==> src/rtl/loop_obs_pkg.sv <==
package loop_obs_pkg;
  typedef enum logic {
    ST_LEARN = 1'b0,
    ST_SERVE = 1'b1
  } obs_state_e;
endpackage

==> src/rtl/loop_detect.sv <==
module loop_detect #(
  parameter int AW = 16,
  parameter int CW = 8
) (
  input  logic          clk_i,
  input  logic          rst_ni,
  input  logic          clear_i,
  input  logic          en_i,
  input  logic          fetch_valid_i,
  input  logic [AW-1:0] fetch_addr_i,
  input  logic [CW-1:0] thresh_i,
  output logic          new_cand_o,
  output logic          qualify_o,
  output logic [AW-1:0] branch_addr_o,
  output logic [AW-1:0] target_addr_o,
  output logic [CW:0]   iter_o
);
  localparam logic [CW-1:0] CNT_MAX = '1;

  logic [AW-1:0] prev_q, cb_q, ct_q;
  logic          prev_v_q, cv_q;
  logic [CW-1:0] cnt_q, cnt_n;
  logic          back, same;

  always_comb begin
    back  = fetch_valid_i && prev_v_q && (fetch_addr_i < prev_q);
    same  = cv_q && (prev_q == cb_q) && (fetch_addr_i == ct_q);
    cnt_n = same ? ((cnt_q == CNT_MAX) ? cnt_q : cnt_q + 1'b1) : '0;
    new_cand_o    = en_i && back && !same;
    qualify_o     = en_i && back && (cnt_n >= thresh_i);
    branch_addr_o = prev_q;
    target_addr_o = fetch_addr_i;
    iter_o        = {1'b0, cnt_n} + 1'b1;
  end

  always_ff @(posedge clk_i or negedge rst_ni) begin
    if (!rst_ni) begin
      prev_q <= '0; prev_v_q <= 1'b0;
      cb_q <= '0; ct_q <= '0; cv_q <= 1'b0; cnt_q <= '0;
    end else if (clear_i) begin
      prev_q <= '0; prev_v_q <= 1'b0;
      cb_q <= '0; ct_q <= '0; cv_q <= 1'b0; cnt_q <= '0;
    end else if (en_i) begin
      if (fetch_valid_i) begin
        prev_q   <= fetch_addr_i;
        prev_v_q <= 1'b1;
      end
      if (back) begin
        cb_q  <= prev_q;
        ct_q  <= fetch_addr_i;
        cv_q  <= 1'b1;
        cnt_q <= cnt_n;
      end
    end
  end

  // a replaced candidate starts counting from zero
  a_r3_restart_zero: assert property (@(posedge clk_i) disable iff (!rst_ni)
    new_cand_o |=> (cnt_q == '0));
  // only a strictly lower fetch can start or advance a candidate
  a_r2_lower_only: assert property (@(posedge clk_i) disable iff (!rst_ni)
    (fetch_valid_i && prev_v_q && !(fetch_addr_i < prev_q) && !clear_i)
      |=> ($stable(cb_q) && $stable(ct_q) && $stable(cnt_q)));
endmodule

==> src/rtl/range_track.sv <==
module range_track #(
  parameter int AW = 16
) (
  input  logic          clk_i,
  input  logic          rst_ni,
  input  logic          clear_i,
  input  logic          restart_i,
  input  logic          rd_i,
  input  logic          wr_i,
  input  logic [AW-1:0] addr_i,
  output logic [AW-1:0] lo_n_o,
  output logic [AW-1:0] hi_n_o,
  output logic [AW-1:0] dst_n_o
);
  logic [AW-1:0] lo_q, hi_q, dst_q, b_lo, b_hi, b_dst;
  logic          seen_q, seen_n;

  always_comb begin
    b_lo   = restart_i ? '1 : lo_q;
    b_hi   = restart_i ? '0 : hi_q;
    b_dst  = restart_i ? '1 : dst_q;
    lo_n_o  = (rd_i && addr_i < b_lo)  ? addr_i : b_lo;
    hi_n_o  = (rd_i && addr_i > b_hi)  ? addr_i : b_hi;
    dst_n_o = (wr_i && addr_i < b_dst) ? addr_i : b_dst;
    seen_n  = rd_i || (seen_q && !restart_i);
  end

  always_ff @(posedge clk_i or negedge rst_ni) begin
    if (!rst_ni) begin
      lo_q <= '1; hi_q <= '0; dst_q <= '1; seen_q <= 1'b0;
    end else if (clear_i) begin
      lo_q <= '1; hi_q <= '0; dst_q <= '1; seen_q <= 1'b0;
    end else begin
      lo_q <= lo_n_o; hi_q <= hi_n_o; dst_q <= dst_n_o; seen_q <= seen_n;
    end
  end

  // once any read is tracked, the span is well ordered
  a_r5_span_order: assert property (@(posedge clk_i) disable iff (!rst_ni)
    seen_q |-> (lo_q <= hi_q));
endmodule

==> src/rtl/loop_serve.sv <==
module loop_serve
  import loop_obs_pkg::*;
#(
  parameter int AW  = 16,
  parameter int CW  = 8,
  parameter int IW  = 16,
  parameter int OPW = 4
) (
  input  logic           clk_i,
  input  logic           rst_ni,
  input  logic           clear_i,
  input  logic           qualify_i,
  input  logic [AW-1:0]  branch_addr_i,
  input  logic [AW-1:0]  target_addr_i,
  input  logic [CW:0]    iter_i,
  input  logic [IW-1:0]  fetch_word_i,
  input  logic [AW-1:0]  lo_i,
  input  logic [AW-1:0]  hi_i,
  input  logic [AW-1:0]  dst_i,
  input  logic           fetch_valid_i,
  input  logic [AW-1:0]  fetch_addr_i,
  output logic           learned_o,
  output logic [AW-1:0]  blk_start_o,
  output logic [AW-1:0]  blk_end_o,
  output logic [AW-1:0]  opnd_lo_o,
  output logic [AW-1:0]  opnd_hi_o,
  output logic [AW-1:0]  dest_o,
  output logic [CW:0]    iter_o,
  output logic [OPW-1:0] op_o,
  output logic           bypass_o,
  output logic [AW-1:0]  resume_addr_o
);
  obs_state_e state_q;
  logic       byp_q;

  always_ff @(posedge clk_i or negedge rst_ni) begin
    if (!rst_ni) begin
      state_q <= ST_LEARN; byp_q <= 1'b0;
      blk_start_o <= '0; blk_end_o <= '0; opnd_lo_o <= '0; opnd_hi_o <= '0;
      dest_o <= '0; iter_o <= '0; op_o <= '0;
    end else if (clear_i) begin
      state_q <= ST_LEARN; byp_q <= 1'b0;
      blk_start_o <= '0; blk_end_o <= '0; opnd_lo_o <= '0; opnd_hi_o <= '0;
      dest_o <= '0; iter_o <= '0; op_o <= '0;
    end else if (state_q == ST_LEARN) begin
      byp_q <= 1'b0;
      if (qualify_i) begin
        state_q     <= ST_SERVE;
        blk_start_o <= target_addr_i;
        blk_end_o   <= branch_addr_i;
        opnd_lo_o   <= lo_i;
        opnd_hi_o   <= hi_i;
        dest_o      <= dst_i;
        iter_o      <= iter_i;
        op_o        <= fetch_word_i[OPW-1:0];
      end
    end else begin
      byp_q <= fetch_valid_i && (fetch_addr_i == blk_start_o);
    end
  end

  assign learned_o     = (state_q == ST_SERVE);
  assign bypass_o      = byp_q;
  assign resume_addr_o = byp_q ? blk_end_o : '0;

  // a bypass is only ever raised while serving
  a_r7_bypass_serving: assert property (@(posedge clk_i) disable iff (!rst_ni)
    bypass_o |-> learned_o);
  // a qualifying branch while learning enters serving
  a_r4_capture: assert property (@(posedge clk_i) disable iff (!rst_ni)
    (!learned_o && qualify_i && !clear_i) |=> learned_o);
  // the descriptor is frozen while serving
  a_r6_desc_hold: assert property (@(posedge clk_i) disable iff (!rst_ni)
    (learned_o && !clear_i) |=> ($stable(blk_start_o) && $stable(blk_end_o) &&
      $stable(opnd_lo_o) && $stable(opnd_hi_o) && $stable(dest_o) &&
      $stable(iter_o) && $stable(op_o)));
  // clear drops the descriptor and any bypass
  a_r8_clear_drop: assert property (@(posedge clk_i) disable iff (!rst_ni)
    clear_i |=> (!learned_o && !bypass_o && blk_start_o == '0));
endmodule

==> src/rtl/loop_observer.sv <==
module loop_observer #(
  parameter int AW  = 16,
  parameter int IW  = 16,
  parameter int CW  = 8,
  parameter int OPW = 4
) (
  input  logic           clk_i,
  input  logic           rst_ni,
  input  logic           clear_i,
  input  logic [CW-1:0]  thresh_i,
  input  logic           fetch_valid_i,
  input  logic [AW-1:0]  fetch_addr_i,
  input  logic [IW-1:0]  fetch_word_i,
  input  logic           data_valid_i,
  input  logic           data_we_i,
  input  logic [AW-1:0]  data_addr_i,
  output logic           learned_o,
  output logic [AW-1:0]  blk_start_o,
  output logic [AW-1:0]  blk_end_o,
  output logic [AW-1:0]  opnd_lo_o,
  output logic [AW-1:0]  opnd_hi_o,
  output logic [AW-1:0]  dest_o,
  output logic [CW:0]    iter_o,
  output logic [OPW-1:0] op_o,
  output logic           bypass_o,
  output logic [AW-1:0]  resume_addr_o
);
  logic          new_cand, qualify;
  logic [AW-1:0] br_addr, tg_addr, lo_n, hi_n, dst_n;
  logic [CW:0]   iter_n;

  loop_detect #(.AW(AW), .CW(CW)) u_detect (
    .clk_i, .rst_ni, .clear_i,
    .en_i          (!learned_o),
    .fetch_valid_i, .fetch_addr_i, .thresh_i,
    .new_cand_o    (new_cand),
    .qualify_o     (qualify),
    .branch_addr_o (br_addr),
    .target_addr_o (tg_addr),
    .iter_o        (iter_n)
  );

  range_track #(.AW(AW)) u_track (
    .clk_i, .rst_ni, .clear_i,
    .restart_i (new_cand),
    .rd_i      (data_valid_i && !data_we_i),
    .wr_i      (data_valid_i && data_we_i),
    .addr_i    (data_addr_i),
    .lo_n_o    (lo_n),
    .hi_n_o    (hi_n),
    .dst_n_o   (dst_n)
  );

  loop_serve #(.AW(AW), .CW(CW), .IW(IW), .OPW(OPW)) u_serve (
    .clk_i, .rst_ni, .clear_i,
    .qualify_i     (qualify),
    .branch_addr_i (br_addr),
    .target_addr_i (tg_addr),
    .iter_i        (iter_n),
    .fetch_word_i,
    .lo_i (lo_n), .hi_i (hi_n), .dst_i (dst_n),
    .fetch_valid_i, .fetch_addr_i,
    .learned_o, .blk_start_o, .blk_end_o, .opnd_lo_o, .opnd_hi_o, .dest_o,
    .iter_o, .op_o, .bypass_o, .resume_addr_o
  );
endmodule

==> config.mk <==
export PLATFORM = sky130hd
export DESIGN_NAME = loop_observer
export DESIGN_NICKNAME = d
export VERILOG_FILES = /design/src/rtl/loop_obs_pkg.sv /design/src/rtl/loop_detect.sv /design/src/rtl/range_track.sv /design/src/rtl/loop_serve.sv /design/src/rtl/loop_observer.sv
export SDC_FILE = /design/constraint.sdc
export NUM_CORES = 1
export LEC_CHECK = 0
export BUFFER_PORTS_ARGS = -buffer_cell sky130_fd_sc_hd__buf_4
export CAP_MARGIN = 20
export CELL_PAD_IN_SITES_DETAIL_PLACEMENT = 1
export CELL_PAD_IN_SITES_GLOBAL_PLACEMENT = 1
export CORE_UTILIZATION = 40
export DETAILED_ROUTE_END_ITERATION = 12
export GPL_TIMING_DRIVEN = 1
export PLACE_DENSITY_LB_ADDON = 0.25
export SYNTH_ARGS = -nofsm -noshare
export SYNTH_HDL_FRONTEND = slang
export SYNTH_SLANG_ARGS = --single-unit
==> constraint.sdc <==
create_clock -name clk_i -period 5.5 [get_ports clk_i]
set_input_delay 0.275 -clock clk_i [delete_from_list [all_inputs] [get_ports clk_i]]
set_output_delay 0.275 -clock clk_i [all_outputs]
set_load 0.01 [all_outputs]
# Word level (Yosys, flattened, before mapping)
# Index checks and enable logic that the tools add are counted.
[op_classes]
addsub = 2
magnitude_cmp = 5
eq_ne = 5
mux = 56
n_reduce_logical = 22
[ops]
columns = ["op", "n"]
rows = [
  ["$mux W16", 34],
  ["$eq A16 B16 Y1", 3],
  ["$lt A16 B16 Y1", 3],
  ["$mux W8", 5],
  ["$mux W9", 3],
  ["$gt A16 B16 Y1", 1],
  ["$logic_and A1 B1 Y1", 13],
  ["$mux W4", 3],
  ["$mux W1", 11],
  ["$add A8 B1 Y9 const B", 1],
  ["$add A8 B1 Y8 const B", 1],
  ["$eq A8 B8 Y1 const B", 1],
  ["$ge A8 B8 Y1", 1],
  ["$reduce_and A2 Y1", 3],
  ["$reduce_bool A2 Y1", 3],
  ["$logic_not A1 Y1", 3],
  ["$ne A2 B2 Y1 const B", 1],
]
[totals]
register_bits = 201
input_bits = 62
elab_cells = 108

# Longest topological paths before layout
# Gate-level depths: netlist of the first run.
[logic_depth]
depth_word = 12
ltp_mapped = 22
ltp_nobuf = 16

# Cells and area by module
# A second synthesis of the first run with hierarchy kept.
[hier_totals]
cells_unflattened = 1110
area_unflattened_um2 = 11373.4
[by_module_without_submodules]
columns = ["mod", "instances", "cells_each", "area_per_inst_um2", "seq_area_each_um2"]
rows = [
  ["loop_detect", 1, 446, 3927.5, 1451.4],
  ["range_track", 1, 408, 3799.9, 1241.2],
  ["loop_serve", 1, 253, 3626.0, 2377.3],
  ["loop_observer", 1, 3, 20.0, 0.0],
]

# Worst setup path after synthesis of the first run
# Ideal clock, no wire load.
[synth_path]
path_kind = "register -> register"
start = "register u_detect.prev_q[7], in the netlist u_detect.branch_addr_o[7]"
end = "register u_serve.opnd_hi_o[10]"
setup_ps = 138
arrival_time_ps = 5140
required_ps = 5362
slack_ps = 222
stages_incl_launch_ff = 20
n_path_buf = 3
period_less_slack_ps = 5278
cell_sequence = "dfrtp_1 > inv_1 > ha_1 > and3_1 > a221o_1 > a2111oi_1 > a21bo_2 > clkbuf_1 > clkbuf_1 > a21boi_0 > inv_1 > ha_1 > a2111oi_0 > o21ai_0 > a31oi_1 > nor2b_1 > o31ai_1 > buf_2 > mux2i_1 > a211oi_1"
[synth_between]
elab_chain_cells = 12
elab_cells_between_ends = 20
classes_between = "3 x order compare; 1 x eq/ne; 6 x mux; 10 x reduce/logical"
[synth_lines]
columns = ["element", "line", "text"]
rows = [
  ["start, declared", "loop_detect.sv:20", "logic [AW-1:0] prev_q, cb_q, ct_q;"],
  ["start signal, assigned", "loop_detect.sv:45", "prev_q <= fetch_addr_i;"],
  ["branches (longest 12 deep; another with $lt A16 B16 Y1)", "--", ""],
  ["end signal, assigned", "loop_serve.sv:52", "opnd_hi_o <= hi_i;"],
  ["end, declared", "loop_serve.sv:26", "output logic [AW-1:0] opnd_hi_o,"],
]
# Several ways; the timed one is not identified. The select of a mux whose other input is x is not followed.
# A chain may end at the register's enable or synchronous reset.

# Worst setup path in the final report of the first run
[layout_path]
start = "register u_detect.prev_q[7], in the netlist u_detect.branch_addr_o[7]"
end = "register u_serve.opnd_hi_o[14]"
# Same word-level chain as after synthesis.

==> results of run 1 <==
-- synth_stat cells, types with 3 or more instances --
master | instances | area share
inv_1 | 43 | 0.014
nor2_1 | 97 | 0.031
mux2i_1 | 18 | 0.015
dfrtp_1 | 169 | 0.36
o21a_1 | 6 | 0.0038
o311ai_0 | 22 | 0.016
nor4_1 | 5 | 0.0026
or3_1 | 35 | 0.018
o31ai_1 | 6 | 0.0038
a21o_1 | 47 | 0.030
a211oi_1 | 28 | 0.018
a211o_1 | 31 | 0.023
and3_1 | 4 | 0.0021
a2111oi_0 | 3 | 0.0022
nand2b_1 | 8 | 0.0042
o21ai_0 | 44 | 0.019
buf_2 | 8 | 0.0034
dfstp_2 | 32 | 0.071
or4_1 | 3 | 0.0019
and2_1 | 16 | 0.0084
nor2b_1 | 5 | 0.0026
a21oi_1 | 108 | 0.045
clkbuf_1 | 88 | 0.028
ha_1 | 71 | 0.075
nand4_1 | 25 | 0.013
nand3_1 | 70 | 0.029
nor4b_1 | 17 | 0.013
xor2_1 | 21 | 0.015
xnor2_1 | 37 | 0.027
nand2_1 | 199 | 0.063
nor3_1 | 7 | 0.0029
o311ai_1 | 8 | 0.0059
a31oi_1 | 4 | 0.0021
a21boi_0 | 17 | 0.011
buf_6 | 6 | 0.0057
-- cell families (layout without fill, tap and decap cells) --
| group | count (synthesis) | count (layout) |
|---|---|---|
| AOI/OAI and AO/OA | 337 | 337 |
| xor gates and xnor gates | 58 | 58 |
| adders and majority gates | 71 | 71 |
| buffers and inverters | 147 | 296 |
| DFF | 201 | 201 |
| muxes | 18 | 18 |
| and+or+nand+nor | 503 | 503 |
-- power by group --
part	total, mW	switching, mW	internal (mW)
logic	0.420	0.270	0.151
clock network	1.54	0.629	0.908
registers	1.55	0.0283	1.52
-- stage by stage --
| step | area, sq um | util | std cells |
|---|---|---|---|
| final | 14400 | 0.498 | 1868 |
| after global routing | 14400 | 0.498 | 1868 |
| after CTS | 14400 | 0.497 | 1867 |
| after detailed placement | 13600 | 0.470 | 1819 |
| after global placement | 13600 | 0.469 | 1818 |
| after floorplan | 11900 | - | 1335 |
-- critical path, stage by stage, from the launching register on --
cell       delay (ns)
dfrtp_1          0.45
inv_1            0.08
ha_1             0.28
and3_1           0.19
a221o_1          0.36
a2111oi_1        0.48
buf_4            0.23
a21bo_2          0.16
buf_4            0.24
buf_4            0.44
a21boi_0         0.22
inv_1            0.10
ha_1             0.25
nand2_1          0.09
nor3_1           0.07
o21ai_0          0.07
a21oi_1          0.08
o31ai_2          0.39
buf_12           0.23
mux2i_1          0.40
a211oi_1         0.13
-- placed cells by master (no fill, tap or decap), drive strengths merged, types with 18 or more instances in the layout --
cell      n
a211oi   28
dfstp    32
nand4    25
nand3    70
clkbuf   39
a21o     47
nand2   199
a211o    31
inv      43
xor2     21
nor2     97
buf     203
dfrtp   169
or3      35
o21ai    44
mux2i    18
a21oi   108
ha       71
o311ai   30
xnor2    37
-- routing by layer --
| metal | part of all wire | track usage | vias up | routed length, um |
|---|---|---|---|---|
| li1 | - | - | 4989 | - |
| met1 | 0.43 | 0.329 | 5411 | 16600 |
| met2 | 0.50 | 0.443 | 248 | 19200 |
| met3 | 0.042 | 0.0311 | 69 | 1610 |
| met4 | 0.033 | 0.0870 | 0 | 1260 |
| met5 | 0 | 0 | - | 0 |
-- final timing paths --
check / start / end / cells past startpoint / slack (ns)
setup / recovery: u_detect.branch_addr_o[7] / u_serve.opnd_hi_o[14] / 20 / 0.39
hold / removal: fetch_addr_i[0] / u_detect.ct_q[0] / 3 / 0.05
setup reg to reg: u_detect.branch_addr_o[7] / u_serve.opnd_hi_o[14] / 20 / 0.39
hold reg to reg: u_detect.prev_v_q / u_detect.prev_v_q / 2 / 0.49
max in group asynchronous: rst_ni / u_detect.branch_addr_o[14] / 3 / 3.73
min in group asynchronous: rst_ni / u_serve.opnd_lo_o[8] / 2 / 0.42
-- repair_timing --
item / in CTS / in global routing
setup endpoints to repair: 0 / 65
gates resized for setup: 0 / 4
endpoints found under the hold margin: 80 / 0
setup buffers: 0 / 0
hold buffers: 5 / 0
-- area by class of cell --
cell class              count  area share
repair buffers            209       0.116
well taps                 384      0.0333
clock buffers              38      0.0482
multi-input cells         987       0.436
flip-flops and latches    201       0.352
inverters                  44      0.0115
clock inverters             5     0.00364
==> reports/qor.yml, run 1 <==
status: "completed"
io_pins: 173
ys_async_sr_fraction: 1.00
cts_max_path_buffers: 3
clock.fmax_ghz: 0.196
critPathRequiredTime_ns: 5.86
die-area_sq_um: 30400
drt_wl_total_um: 38600
critPathKind: "register to register"
yosys.area_share.simple: 0.201
drtPass1Iterations: 5
grt_pass1_vias: 11300
path_max_fanout: 38
finalCritPeriodShare: 0.929
max-slew-margin-rel: 0.335
path_clk_slew_ns: 0.06
synth_edf_count: 0
num-fill-cells: 3340
dp.final_hpwl_um: 26800
finalWeightedCongestion: 0.849
antenna_found_initial: 0
port_buffers: 160
initial_utilization: 0.411
clock_tree.root_cell: "clkbuf_16"
rsz0062_at_grt: "false"
syn-num-nets: 1468
finalMaxSlewViolations: 0
drtIter0Drc: 586
skew_ns: 0.0117
yosysWarnings: 0
synth_compound_area_frac: 0.189
numCtsBuffers: 24
fin_nets: 1600
startpoint_type: "register"
grtUsageTotal: 0.256
fin_setup_tns_ns: 0
synthAdderAreaFrac: 0.0748
rows: 62
setup_viol: 0
synth-xor-area-share: 0.0428
die_h_um: 174
yosysSeqAreaShare: 0.427
seq_area_sq_um: 5070
drive_gt1_frac: 0.193
cp.arrival_ns: 5.46
synth.distinct_cells: 55
cellLeakagePower_nw: 6.27
core_sq_um: 28900
htreeDepth: 1
grt_max_degree: 104
avgSynthCellArea_sq_um: 8.90
timing.hold.ws_ns: 0.0480
cts_tree: "built"
synth_cells: 1335
routed_via_density: 5.74
syn_to_final_growth_pct: 21.4
clock-sinks: 201
route.detailed.drc: 0
hold_viol: 0
drv_cap: 0
fin_total_pwr_mw: 3.50
fin_ws_ns: 0.392
pre_cts_slack_ns: 0.333
vdd_ir_drop_max_uv: 171
hp-class: "input port to register"
synth_mux_area_frac: 0.0152
synth-main-ff-cell: "dfrtp_1"
synth_top_family_by_area: "simple AND/OR/NAND/NOR gates"
multi_input_area_sq_um: 6280
finalCriticalPeriod_ns: 5.11
ant_nets: 0
max_slew.worst_pin.slew_ns: 0.987
clk_latency_ns: 0.52
routedWlPerCell_um: 20.7
power_density_nw_per_um2: 243
via_count: 10700
grt.overflow.total: 0
grt_pass1_wl_um: 62300
die_w_um: 174
syn-cell-area_sq_um: 11900
n_antenna_cell: 0
cp-end-kind: "register"
ys_seq_elements: 201
Note: power is estimated with default switching activity, not from simulation.
==> inputs of run 2 (changes only) <==
- BUFFER_PORTS_ARGS: -buffer_cell sky130_fd_sc_hd__buf_4 -> -buffer_cell sky130_fd_sc_hd__buf_2
- CELL_PAD_IN_SITES_DETAIL_PLACEMENT: 1 -> not set
- CELL_PAD_IN_SITES_GLOBAL_PLACEMENT: 1 -> not set
- CORE_UTILIZATION: 40 -> 53
==> run 2 against run 1 <==
Worst hold slack gained 0.012 ns. Largest power group unchanged. Global-route usage is 3.4 points higher. Core utilization rose by 13 points. Count of clock-buffer cells in the layout shrank 7. Critical path depth shrank 4. Register-to-register slack about the same. Clock power barely moved. Fmax is 0.25% higher. Combinational power shrank 6.7%. Sequential share of layout area grew 1.5 points.
==> reports/qor.yml, run 2 (same netlist as run 1, synthesis figures left out) <==
status: "completed"
finalCritPeriodShare: 0.927  # -0.00229
rows: 54  # -13%
via_count: 10600  # -0.88%
htreeDepth: 1  # unchanged
die_w_um: 152  # -13%
num-fill-cells: 1891  # -43%
layout_common_cells: "nand2_1, dfrtp_1, buf_2, a21oi_1, nor2_1"
clock.fmax_ghz: 0.196  # +0.25%
r2r-start: "u_detect.branch_addr_o[15]"
routed_via_density: 6.05  # +5.5%
dp.final_hpwl_um: 22600  # -15%
rsz0062_at_grt: "false"
die_h_um: 152  # -13%
path_cells: "inv_1 > ha_1 > nor4bb_1 > o21ai_0 > a2111oi_2 > a21bo_2 > and2_4 > nor2_1 > ha_1 > and3_1 > nor2b_1 > nor4b_2 > o31a_2 > nor2_1 > buf_4 > o311ai_0"
syn_to_final_growth_pct: 16.4
drv_cap: 0  # unchanged
hp-class: "input port to register"
finalWeightedCongestion: 0.896  # +5.5%
grt_pass1_wl_um: 52600  # -16%
final_common_cell: "nand2_1"
cellLeakagePower_nw: 6.22  # -0.94%
clock_tree.root_cell: "clkbuf_16"
rr_endpoint: "u_serve.opnd_lo_o[1]"
drt_wl_total_um: 33300  # -14%
cts_tree: "built"
skew_ns: 0.0222  # +0.0104 ns
cp-end-kind: "register"
seq_area_sq_um: 5070  # unchanged
min_path_cells: 3  # unchanged
finalCriticalPeriod_ns: 5.10  # -0.0126 ns
path_clk_slew_ns: 0.06  # about the same
vdd_ir_drop_max_uv: 250  # +46%
hold_viol: 0  # unchanged
slowest_delay_ns: 0.55  # +0.07 ns
grt_pass1_vias: 10000  # -11%
cts_max_path_buffers: 3  # unchanged
drive_gt1_frac: 0.193  # +0.000498
fin_nets: 1591  # -0.56%
route.detailed.drc: 0  # unchanged
crit_slowest_cell: "nor4bb_1"
multi_input_area_sq_um: 6280  # about the same
power_density_nw_per_um2: 251  # +3.3%
grt_max_degree: 88  # -15%
hold_start: "fetch_addr_i[15]"
die-area_sq_um: 23000  # -24%
drtIter0Drc: 745  # +27%
max-slew-margin-rel: 0.289  # -0.0461
fin_setup_tns_ns: 0  # unchanged
cp.arrival_ns: 5.48  # +0.02 ns
postCtsSetupRepairBufs: 0  # unchanged
antenna_found_initial: 0  # unchanged
port_buffers: 160  # unchanged
max_slew.worst_pin.slew_ns: 1.06  # +0.0730 ns
critPathRequiredTime_ns: 5.88  # +0.02 ns
fin_ws_ns: 0.404  # +0.0126 ns
io_pins: 173  # unchanged
initial_utilization: 0.543  # +0.132
path_max_fanout: 42  # +11%
core_sq_um: 21900  # -24%
routedWlPerCell_um: 19.0  # -8.2%
grtUsageTotal: 0.290  # +0.0345
critPathKind: "register to register"
reg2reg_slack_ns: 0.40  # about the same
startpoint_type: "register"
finalMaxSlewViolations: 0  # unchanged
min_to: "u_detect.branch_addr_o[15]"
clock-sinks: 201  # unchanged
numCtsBuffers: 23  # -4.2%
setup_viol: 0  # unchanged
pre_cts_slack_ns: 0.254  # -0.0792 ns
reg2reg_depth: 16  # -20%
drtPass1Iterations: 5  # unchanged
clk_latency_ns: 0.53  # about the same
grt.overflow.total: 0  # unchanged
n_antenna_cell: 0  # unchanged
ant_nets: 0  # unchanged
==> run 2: changes by cell type in the layout (fill, tap and decap cells not counted), moves of 2 or more <==
| cell | before | now |
|---|---|---|
| buf_4 | 196 | 30 |
| buf_2 | 0 | 158 |
| clkbuf_1 | 11 | 2 |
| clkbuf_8 | 3 | 7 |
| clkinv_2 | 3 | 6 |
| buf_12 | 5 | 3 |
| clkbuf_16 | 25 | 23 |
| inv_6 | 0 | 2 |
==> run 2: through the flow <==
step / area, sq um / hold WS (ns) / instances / total power [mW] / utilization
detailed placement: 13000 / 0.398 / 1707 / 1.95 / 0.593
global route: 13800 / 0.0737 / 1755 / 3.59 / 0.632
global placement: 13000 / 0.392 / 1706 / 1.94 / 0.592
CTS: 13800 / 0.0443 / 1754 / 3.48 / 0.630
floorplan: 11900 / -0.0206 / 1335 / 1.80 / -
finish: 13800 / 0.0601 / 1755 / 3.47 / 0.632
==> run 2: critical path: cells and delay by family, from the launching register on <==
family                   cells  cell delay [ns]
AO/OA/AOI/OAI                5             1.73
adder cells (fa/ha/maj)      2             0.49
flip-flops                   1             0.42
buffers and inverters        2             0.27
AND/OR/NAND/NOR              7             2.03
==> run 2: worst max-delay path by stage <==
stage	startpoint	endpoint	slack, ns	cells past startpoint
2_1_floorplan	u_detect.branch_addr_o[7]	u_serve.opnd_hi_o[10]	0.22	19
3_5_place_dp	u_detect.branch_addr_o[15]	u_serve.opnd_lo_o[1]	0.25	16
3_3_place_gp	u_detect.branch_addr_o[7]	u_serve.opnd_lo_o[14]	0.32	16
4_1_cts	u_detect.branch_addr_o[15]	u_serve.opnd_lo_o[1]	0.18	16
5_1_grt	u_detect.branch_addr_o[15]	u_serve.opnd_lo_o[4]	0.001	17
6_report	u_detect.branch_addr_o[15]	u_serve.opnd_lo_o[1]	0.40	16
==> run 2: power by group <==
part	switching, mW	internal, mW
clock	0.636	0.898
sequential	0.0262	1.52
combinational	0.256	0.136
==> run 2: layout make-up <==
type | instances | share of cell area
clock buffers | 31 | 0.0481
flip-flops and latches | 201 | 0.367
clock inverters | 11 | 0.00670
inverters | 44 | 0.0119
repair buffers | 201 | 0.0871
well taps | 280 | 0.0253
multi-input cells | 987 | 0.454
==> run 2: per-layer routing <==
metal  track usage  vias up  part of all wire
li1              -     4980                 -
met1         0.391     5220              0.44
met2         0.481      346              0.48
met3        0.0362       77             0.052
met4         0.100        0             0.033
met5             0        -                 0
==> run 2: repair_timing <==
| item | 4_1_cts | 5_1_grt |
|---|---|---|
| endpoints found under the setup margin | 0 | 67 |
| resized for setup | 0 | 3 |
| hold buffers | 5 | 0 |
| hold endpoints to repair | 73 | 0 |
